## config.mk

```make
export PLATFORM = sky130hd
export DESIGN_NAME = branch_slot_fetch
export DESIGN_NICKNAME = d
export VERILOG_FILES = /design/src/rtl/fdc_pkg.sv /design/src/rtl/fdc_pc_unit.sv /design/src/rtl/fdc_fetch_slot.sv /design/src/rtl/fdc_exc_ctx.sv /design/src/rtl/branch_slot_fetch.sv
export SDC_FILE = /design/constraint.sdc
export NUM_CORES = 1
export LEC_CHECK = 0
export CORE_ASPECT_RATIO = 0.6
export CORE_MARGIN = 2
export CORE_UTILIZATION = 65
export CTS_CLUSTER_SIZE = 24
export DETAILED_ROUTE_END_ITERATION = 10
export DONT_BUFFER_PORTS = 1
export PLACE_DENSITY_LB_ADDON = 0.3
export SLEW_MARGIN = 0
export SYNTH_ARGS = -nofsm -noshare
export SYNTH_HDL_FRONTEND = slang
export SYNTH_SLANG_ARGS = --single-unit
```

## constraint.sdc

```tcl
create_clock -name clk -period 3.2 [get_ports clk]
set_clock_uncertainty 0.15 [all_clocks]
set_input_delay 0 -clock clk [delete_from_list [all_inputs] [get_ports clk]]
set_output_delay 0 -clock clk [all_outputs]
set_load 0.01 [all_outputs]
```

## src/rtl/fdc_pkg.sv

```systemverilog
package fdc_pkg;
  // source chosen for the next fetch address
  typedef enum logic [1:0] {
    PC_SEQ    = 2'd0,
    PC_BRANCH = 2'd1,
    PC_JUMP   = 2'd2,
    PC_HOLD   = 2'd3
  } pc_sel_e;
endpackage

```

## src/rtl/fdc_pc_unit.sv

```systemverilog
module fdc_pc_unit
  import fdc_pkg::*;
#(
  parameter int unsigned    AW       = 32,
  parameter int unsigned    IMMW     = 16,
  parameter logic [AW-1:0]  RESET_PC = '0
) (
  input  logic          clk,
  input  logic          rst_n,
  input  logic          step_en,
  input  pc_sel_e       sel,
  input  logic [AW-1:0] exec_addr,
  input  logic [IMMW-1:0] imm,
  input  logic [AW-1:0] jmp_target,
  output logic [AW-1:0] pc
);
  localparam int unsigned    OFFW  = IMMW + 2;
  localparam int             EXTW  = int'(AW) - int'(OFFW);
  localparam logic [AW-1:0]  STEP4 = AW'(4);

  logic [OFFW-1:0] off_raw;
  logic [AW-1:0]   off_ext;
  logic [AW-1:0]   br_target;
  logic [AW-1:0]   pc_nxt;

  assign off_raw = {imm, 2'b00};

  generate
    if (EXTW > 0) begin : g_sext
      assign off_ext = {{EXTW{off_raw[OFFW-1]}}, off_raw};
    end else begin : g_trunc
      assign off_ext = off_raw[AW-1:0];
    end
  endgenerate

  assign br_target = exec_addr + STEP4 + off_ext;

  always_comb begin
    unique case (sel)
      PC_BRANCH: pc_nxt = br_target;
      PC_JUMP:   pc_nxt = jmp_target;
      PC_HOLD:   pc_nxt = pc;
      default:   pc_nxt = pc + STEP4;
    endcase
  end

  always_ff @(posedge clk) begin
    if (!rst_n) begin
      pc <= RESET_PC;
    end else if (step_en) begin
      pc <= pc_nxt;
    end
  end
endmodule

```

## src/rtl/fdc_fetch_slot.sv

```systemverilog
module fdc_fetch_slot #(
  parameter int unsigned AW = 32,
  parameter int unsigned IW = 32
) (
  input  logic          clk,
  input  logic          rst_n,
  input  logic          step_en,
  input  logic          kill,
  input  logic [IW-1:0] in_instr,
  input  logic [AW-1:0] in_addr,
  input  logic          in_ds,
  output logic          slot_valid,
  output logic [IW-1:0] slot_instr,
  output logic [AW-1:0] slot_addr,
  output logic          slot_ds
);
  always_ff @(posedge clk) begin
    if (!rst_n) begin
      slot_valid <= 1'b0;
      slot_instr <= '0;
      slot_addr  <= '0;
      slot_ds    <= 1'b0;
    end else if (step_en) begin
      if (kill) begin
        slot_valid <= 1'b0;
        slot_instr <= '0;
        slot_addr  <= '0;
        slot_ds    <= 1'b0;
      end else begin
        slot_valid <= 1'b1;
        slot_instr <= in_instr;
        slot_addr  <= in_addr;
        slot_ds    <= in_ds;
      end
    end
  end
endmodule

```

## src/rtl/fdc_exc_ctx.sv

```systemverilog
module fdc_exc_ctx #(
  parameter int unsigned AW = 32
) (
  input  logic          clk,
  input  logic          rst_n,
  input  logic          step_en,
  input  logic          exec_valid,
  input  logic          exc_raise,
  input  logic [AW-1:0] exec_addr,
  input  logic          exec_in_ds,
  input  logic [AW-1:0] pc,
  output logic          report,
  output logic [AW-1:0] fault_addr,
  output logic [AW-1:0] prev_addr,
  output logic          fault_in_ds,
  output logic [AW-1:0] restart_pc
);
  logic completes;

  assign completes = step_en & exec_valid & ~exc_raise;

  always_ff @(posedge clk) begin
    if (!rst_n) begin
      prev_addr <= '0;
    end else if (completes) begin
      prev_addr <= exec_addr;
    end
  end

  assign report      = step_en & exec_valid & exc_raise;
  assign fault_addr  = exec_addr;
  assign fault_in_ds = exec_in_ds;
  assign restart_pc  = pc;
endmodule

```

## src/rtl/branch_slot_fetch.sv

```systemverilog
module branch_slot_fetch
  import fdc_pkg::*;
#(
  parameter int unsigned   AW       = 32,
  parameter int unsigned   IW       = 32,
  parameter int unsigned   IMMW     = 16,
  parameter logic [AW-1:0] RESET_PC = '0
) (
  input  logic            clk,
  input  logic            rst_n,
  input  logic            step_en,
  output logic [AW-1:0]   imem_addr,
  input  logic [IW-1:0]   imem_rdata,
  output logic [IW-1:0]   exec_instr,
  output logic [AW-1:0]   exec_addr,
  output logic            exec_valid,
  output logic            exec_in_ds,
  input  logic            br_taken,
  input  logic            br_likely,
  input  logic [IMMW-1:0] br_imm,
  input  logic            jmp_taken,
  input  logic [AW-1:0]   jmp_target,
  input  logic            exc_raise,
  input  logic            stop_req,
  output logic            exc_report,
  output logic [AW-1:0]   exc_fault_addr,
  output logic [AW-1:0]   exc_prev_addr,
  output logic            exc_fault_in_ds,
  output logic [AW-1:0]   exc_restart_pc
);
  logic          live_exc;
  logic          live_stop;
  logic          halt;
  logic          live_jump;
  logic          live_branch;
  logic          redirect;
  logic          nullify;
  logic          kill;
  pc_sel_e       sel;
  logic [AW-1:0] pc;

  // decode outputs only count when a real instruction executes
  assign live_exc    = exec_valid & exc_raise;
  assign live_stop   = exec_valid & stop_req;
  assign halt        = live_exc | live_stop;
  assign live_jump   = exec_valid & jmp_taken;
  assign live_branch = exec_valid & br_taken;
  assign redirect    = live_jump | live_branch;
  assign nullify     = exec_valid & br_likely & ~br_taken & ~jmp_taken;
  assign kill        = halt | nullify;

  always_comb begin
    if (halt)             sel = PC_HOLD;
    else if (live_jump)   sel = PC_JUMP;
    else if (live_branch) sel = PC_BRANCH;
    else                  sel = PC_SEQ;
  end

  fdc_pc_unit #(
    .AW       (AW),
    .IMMW     (IMMW),
    .RESET_PC (RESET_PC)
  ) u_pc (
    .clk        (clk),
    .rst_n      (rst_n),
    .step_en    (step_en),
    .sel        (sel),
    .exec_addr  (exec_addr),
    .imm        (br_imm),
    .jmp_target (jmp_target),
    .pc         (pc)
  );

  fdc_fetch_slot #(
    .AW (AW),
    .IW (IW)
  ) u_slot (
    .clk        (clk),
    .rst_n      (rst_n),
    .step_en    (step_en),
    .kill       (kill),
    .in_instr   (imem_rdata),
    .in_addr    (pc),
    .in_ds      (redirect),
    .slot_valid (exec_valid),
    .slot_instr (exec_instr),
    .slot_addr  (exec_addr),
    .slot_ds    (exec_in_ds)
  );

  fdc_exc_ctx #(
    .AW (AW)
  ) u_exc (
    .clk         (clk),
    .rst_n       (rst_n),
    .step_en     (step_en),
    .exec_valid  (exec_valid),
    .exc_raise   (exc_raise),
    .exec_addr   (exec_addr),
    .exec_in_ds  (exec_in_ds),
    .pc          (pc),
    .report      (exc_report),
    .fault_addr  (exc_fault_addr),
    .prev_addr   (exc_prev_addr),
    .fault_in_ds (exc_fault_in_ds),
    .restart_pc  (exc_restart_pc)
  );

  assign imem_addr = pc;
endmodule

```

## Word-level counts from Yosys, hierarchy flattened

Cells that the tools add are included.

| cells by class | value |
|---|---|
| add/sub/neg operators | 3 |
| multiply operators | 0 |
| div/mod/pow operators | 0 |
| magnitude comparators | 0 |
| equality and inequality tests | 3 |
| shifts and indexed selects | 0 |
| mux-type cells | 8 |
| bitwise operators | 17 |
| reduce and logical (&&, ||, !) cells | 1 |

Operators with widths:

| cell | count |
|---|---|
| $pmux 32 s3 | 1 |
| $add 32x3->32 const B | 2 |
| $mux 32 | 2 |
| $add 32x32->32 | 1 |
| $and 1x1->1 | 10 |
| $eq 2x2->1 const B | 2 |
| $mux 2 | 2 |
| $not 1->1 | 4 |
| $mux 1 | 3 |
| $or 1x1->1 | 3 |
| $eq 2x1->1 const B | 1 |
| $reduce_and 2->1 | 1 |

| storage, ports and cells | value |
|---|---|
| register bits after elaboration | 130 |
| bits in latches | 0 |
| bits in writable memories | 0 |
| ROM bits | 0 |
| bits of input ports | 88 |
| output and inout port bits | 196 |
| logic and storage cells | 38 |
| memories kept | 0 |

## Depth between registers and ports, before layout

| depth | value |
|---|---|
| word-level depth | 7 |
| mapped depth | 14 |
| gate-level depth less buffers | 14 |

## Modules after synthesis

A second synthesis with hierarchy kept.

| unflattened totals | value |
|---|---|
| cell total of the unflattened synthesis | 1035 |
| area total of the unflattened synthesis | 8505.7 µm² |

By module, submodules not included:

| module | times used | cells each | area an instance (µm²) | seq. area each (µm²) |
|---|---|---|---|---|
| fdc_pc_unit | 1 | 529 | 4008.8 | 640.6 |
| fdc_fetch_slot | 1 | 293 | 2638.8 | 1321.3 |
| fdc_exc_ctx | 1 | 206 | 1809.2 | 640.6 |
| branch_slot_fetch | 1 | 7 | 48.8 | 0.0 |

## Least setup slack after synthesis

OpenSTA, ideal clock, no wires.

| timing | value |
|---|---|
| path type | reg-to-reg |
| start point | register u_slot.slot_addr[2] |
| end point | register u_pc.pc[29] |
| arrival | 2.541 ns |
| data required time | 2.917 ns |
| setup slack | 0.376 ns |
| stages on the path, launching flop included | 15 |
| path buffers | 0 |
| clock period less this slack | 2.824 ns |
| path through | dfxtp_1 -> inv_1 -> ha_1 -> inv_1 -> ha_1 -> inv_1 -> fa_1 -> nand2b_1 -> a21oi_1 -> o2111ai_1 -> o21ai_2 -> a21oi_1 -> o21ai_2 -> mux2i_1 -> a211oi_1 |

| between the ends | value |
|---|---|
| longest elaborated chain between the ends | 3 |

Ends and longest elaborated chain:

| item | line | text |
|---|---|---|
| from (decl) | fdc_fetch_slot.sv:14 | `output logic [AW-1:0] slot_addr,` |
| from (signal assigned) | fdc_fetch_slot.sv:32 | `slot_addr <= in_addr;` |
| $add 32x3->32 | fdc_pc_unit.sv:36 | `assign br_target = exec_addr + STEP4 + off_ext;` |
| $add 32x32->32 | fdc_pc_unit.sv:36 |  |
| $pmux 32 s3 | fdc_pc_unit.sv:39 | `unique case (sel)` |
| to (signal assigned) | fdc_pc_unit.sv:51 | `pc <= pc_nxt;` |
| to (decl) | fdc_pc_unit.sv:15 | `output logic [AW-1:0] pc` |

Every way passes these cells.
A chain may end at the register's enable or synchronous reset.

## Worst setup path after layout

| timing | value |
|---|---|
| start point | register u_slot.slot_addr[11] |
| end point | register u_pc.pc[30] |

Same word-level chain as after synthesis.

==> flow_summary_export.csv <==
group,metric,value,unit
timing,finalHoldViolCount,0,
yosys,synthDistinctLibCells,65,
timing,rsz0062_at_grt,"no",
yosys,ys_warn_count,0,
grt,antenna_found_initial,2,
drt,drc,0,
drt,first_iter_violations,616,
setup_path,slowest_stage,"o21ai_0",
clock_tree,h-tree-depth,4,
final_layout,final_cell_mix,"nor2b_1 (137), dfxtp_1 (130), nand2_1 (129), a21oi_1 (118), dlygate4sd3_1 (89)",
clock_tree,cts.sinks,130,
die,die_x,150,µm
grt,grt_first_pass_wirelength,40900,µm
yosys,synth-edff-count,0,
timing,slew_headroom,0.376,
setup_path,worst_setup_path_end_kind,"flop",
power_and_ir_drop,leakage,3.92,nW
setup_path,slowest_delay,0.39,ns
drt,postRouteAntennaNets,0,
clock_tree,tritoncts,"yes",
final_layout,syn_to_final_growth,16.9,%
yosys,ys_ff_latch,130,
timing,slew_viol_final,0,
power_and_ir_drop,power.ir.vdd_worst,0.000377,V
clock_tree,insertion_delay,0.42,ns
timing,fin_crit,3.10,ns
grt,grt_pass1_vias,7715,
setup_path,rr_startpoint,"u_slot.slot_addr[11]",
run_status,outcome,"complete, no violations",
die,dieArea,13800,µm²
setup_path,cp_cell_sequence,"ha_1 -> ha_1 -> nand2_1 -> nor4_2 -> o21ai_2 -> a31o_2 -> o21ai_0 -> a21oi_1 -> xor2_1 -> o21ai_0",
setup_path,cp_max_fo,5,
timing,setup_ws,0.102,ns
setup_path,critPathLaunchType,"flop",
yosys,syn_area_per_cell,8.00,µm²
placed_design,hpwlAfterDp,15900,µm
timing,fin_crit_sh,0.968,
setup_path,critical_path_class,"flop to flop",
yosys,synth_fp_nets,1193,
job,max_cap_violations,0,
final_layout,drive_above_1_share,0.101,
yosys,ys_seq_area_frac,0.312,
yosys,synthArstFlopShare,0,
drt,dr.pass1.iters,6,
worst_hold_path,hp-class,"primary input to flop",
clock_tree,clockRootBuffer,"clkbuf_16",
worst_hold_path,worstHoldStart,"br_taken",
final_layout,multi_input_area,5010,µm²
setup_path,required,3.40,ns
placed_design,dp_slack,0.0908,ns
timing,max_freq,323,MHz
yosys,synthesis.area,8350,µm²
drt,num_vias,7885,
grt,overflow,0,
final_layout,fin_util,0.769,
die,rows,32,
yosys,ys.flop_type,"dfxtp_1",
drt,vias_per_cell,6.29,
setup_path,path_buf_inv,0,
final_layout,fin_area,9760,µm²
placed_design,gp_congestion,0.940,
power_and_ir_drop,p_per_area,466,nW/µm²
clock_tree,clk_pin_slew,0.06,ns
yosys,syn-instance-count,1044,
timing,worst_pin_slew,0.934,ns
timing,finalSetupViolations,0,
grt,grt_start_max_net_pins,133,
final_layout,final_common_cell,"nor2b_1",
placed_design,port_buffers,0,
setup_path,startpoint,"u_slot.slot_addr[11]",
setup_path,critPathArrivalTime,3.29,ns
clock_tree,numCtsBuffers,17,
setup_path,worst-r2r-setup-slack,0.10,ns
die,core-area,12700,µm²
drt,wl,26200,µm
grt,grt.total_usage,0.372,
final_layout,final-seq-area,2600,µm²
setup_path,cpLargestDelayFamily,"compound AO/OA/AOI/OAI gates",
final_layout,filler_cell_count,879,
drt,post_drt_wl_per_cell,20.9,µm
timing,setup_tns,0,ns
die,ioPinCount,284,
clock_tree,clock_path_buffers,2,
final_layout,nets,1217,
die,die_h,91.8,µm
die,start_util,0.658,
placed_design,placed_area,8160,µm²
-- worst reg2reg max path, stage by stage (launching register included) --
cell and delay [ns]:
dfxtp_1 0.32, ha_1 0.27, ha_1 0.38, nand2_1 0.19
nor4_2 0.33, o21ai_2 0.17, a31o_2 0.30, o21ai_0 0.39
a21oi_1 0.20, xor2_1 0.18, o21ai_0 0.15
-- through the flow --
step | power, mW | hold slack [ns] | cells
floorplan | 2.32 | 0.0110 | 1044
global placement | 2.39 | -0.0214 | 1126
detailed placement | 2.40 | -0.0196 | 1126
CTS | 4.49 | 0.00743 | 1249
global route | 4.68 | 0.0240 | 1253
finish | 4.54 | 0.0115 | 1253
-- power breakdown --
group / total [mW] / leakage (nW) / switching [mW] / internal, mW
clock network: 1.99 / 0.290 / 0.881 / 1.11
registers: 1.81 / 1.06 / 0.125 / 1.68
logic: 0.744 / 2.58 / 0.427 / 0.317
-- logic make-up (layout without fill, tap and decap cells) --
| group | count (synthesis) | in the layout | synth area share |
|---|---|---|---|
| buf+inv | 148 | 185 | 0.0964 |
| other cells | 0 | 2 | 0 |
| flops | 130 | 130 | 0.312 |
| compound gates | 296 | 296 | 0.227 |
| xor+xnor | 23 | 23 | 0.0241 |
| fa+ha+maj | 61 | 61 | 0.0923 |
| mux | 4 | 4 | 0.00495 |
| simple gates | 382 | 382 | 0.243 |
-- routing by layer --
layer,share of wire,wire [µm],track usage
met5,0,0,0
met1,0.42,11100,0.480
met4,0.024,629,0.146
met2,0.44,11700,0.576
met3,0.11,2870,0.123
-- state kept, by name (all words and copies together), names as in the netlist --
name and cells:
u_pc.pc 32, u_slot.slot_valid 1, u_slot.slot_instr 32, u_slot.slot_ds 1
u_exc.prev_addr 32, u_slot.slot_addr 32
-- worst paths after layout --
kind,to,cells after the start
setup / recovery,u_pc.pc[30],10
hold / removal,u_slot.slot_addr[2],5
setup reg to reg,u_pc.pc[30],10
hold reg to reg,u_exc.prev_addr[4],2
-- what timing repair did --
| action | 4_1_cts | 5_1_grt |
|---|---|---|
| buffers inserted | 0 | 2 |
| resized for setup | 0 | 8 |
| setup endpoints to repair | 0 | 15 |
| hold endpoints to repair | 130 | 0 |
| hold buffers | 91 | 0 |
-- cell usage after synthesis, types with 17 or more instances --
master,number,area share
nor2b_1,137,0.10
dfxtp_1,130,0.31
nand2_1,129,0.058
a21oi_1,119,0.071
buf_4,65,0.058
ha_1,60,0.090
clkbuf_1,54,0.024
o21ai_0,37,0.022
a21boi_0,36,0.032
nor2_1,31,0.014
inv_1,20,0.0090
nand3_1,17,0.010
-- area by class of cell --
| cell class | count | share of cell area |
|---|---|---|
| timing repair buffer | 133 | 0.129 |
| sequential | 130 | 0.267 |
| tap | 170 | 0.0218 |
| multi-input combinational | 766 | 0.514 |
| antenna | 2 | 0.000513 |
| clock buffer | 17 | 0.0436 |
| inverter | 20 | 0.00769 |
| clock inverter | 15 | 0.0169 |
Note: power is estimated with default switching activity, not from simulation.
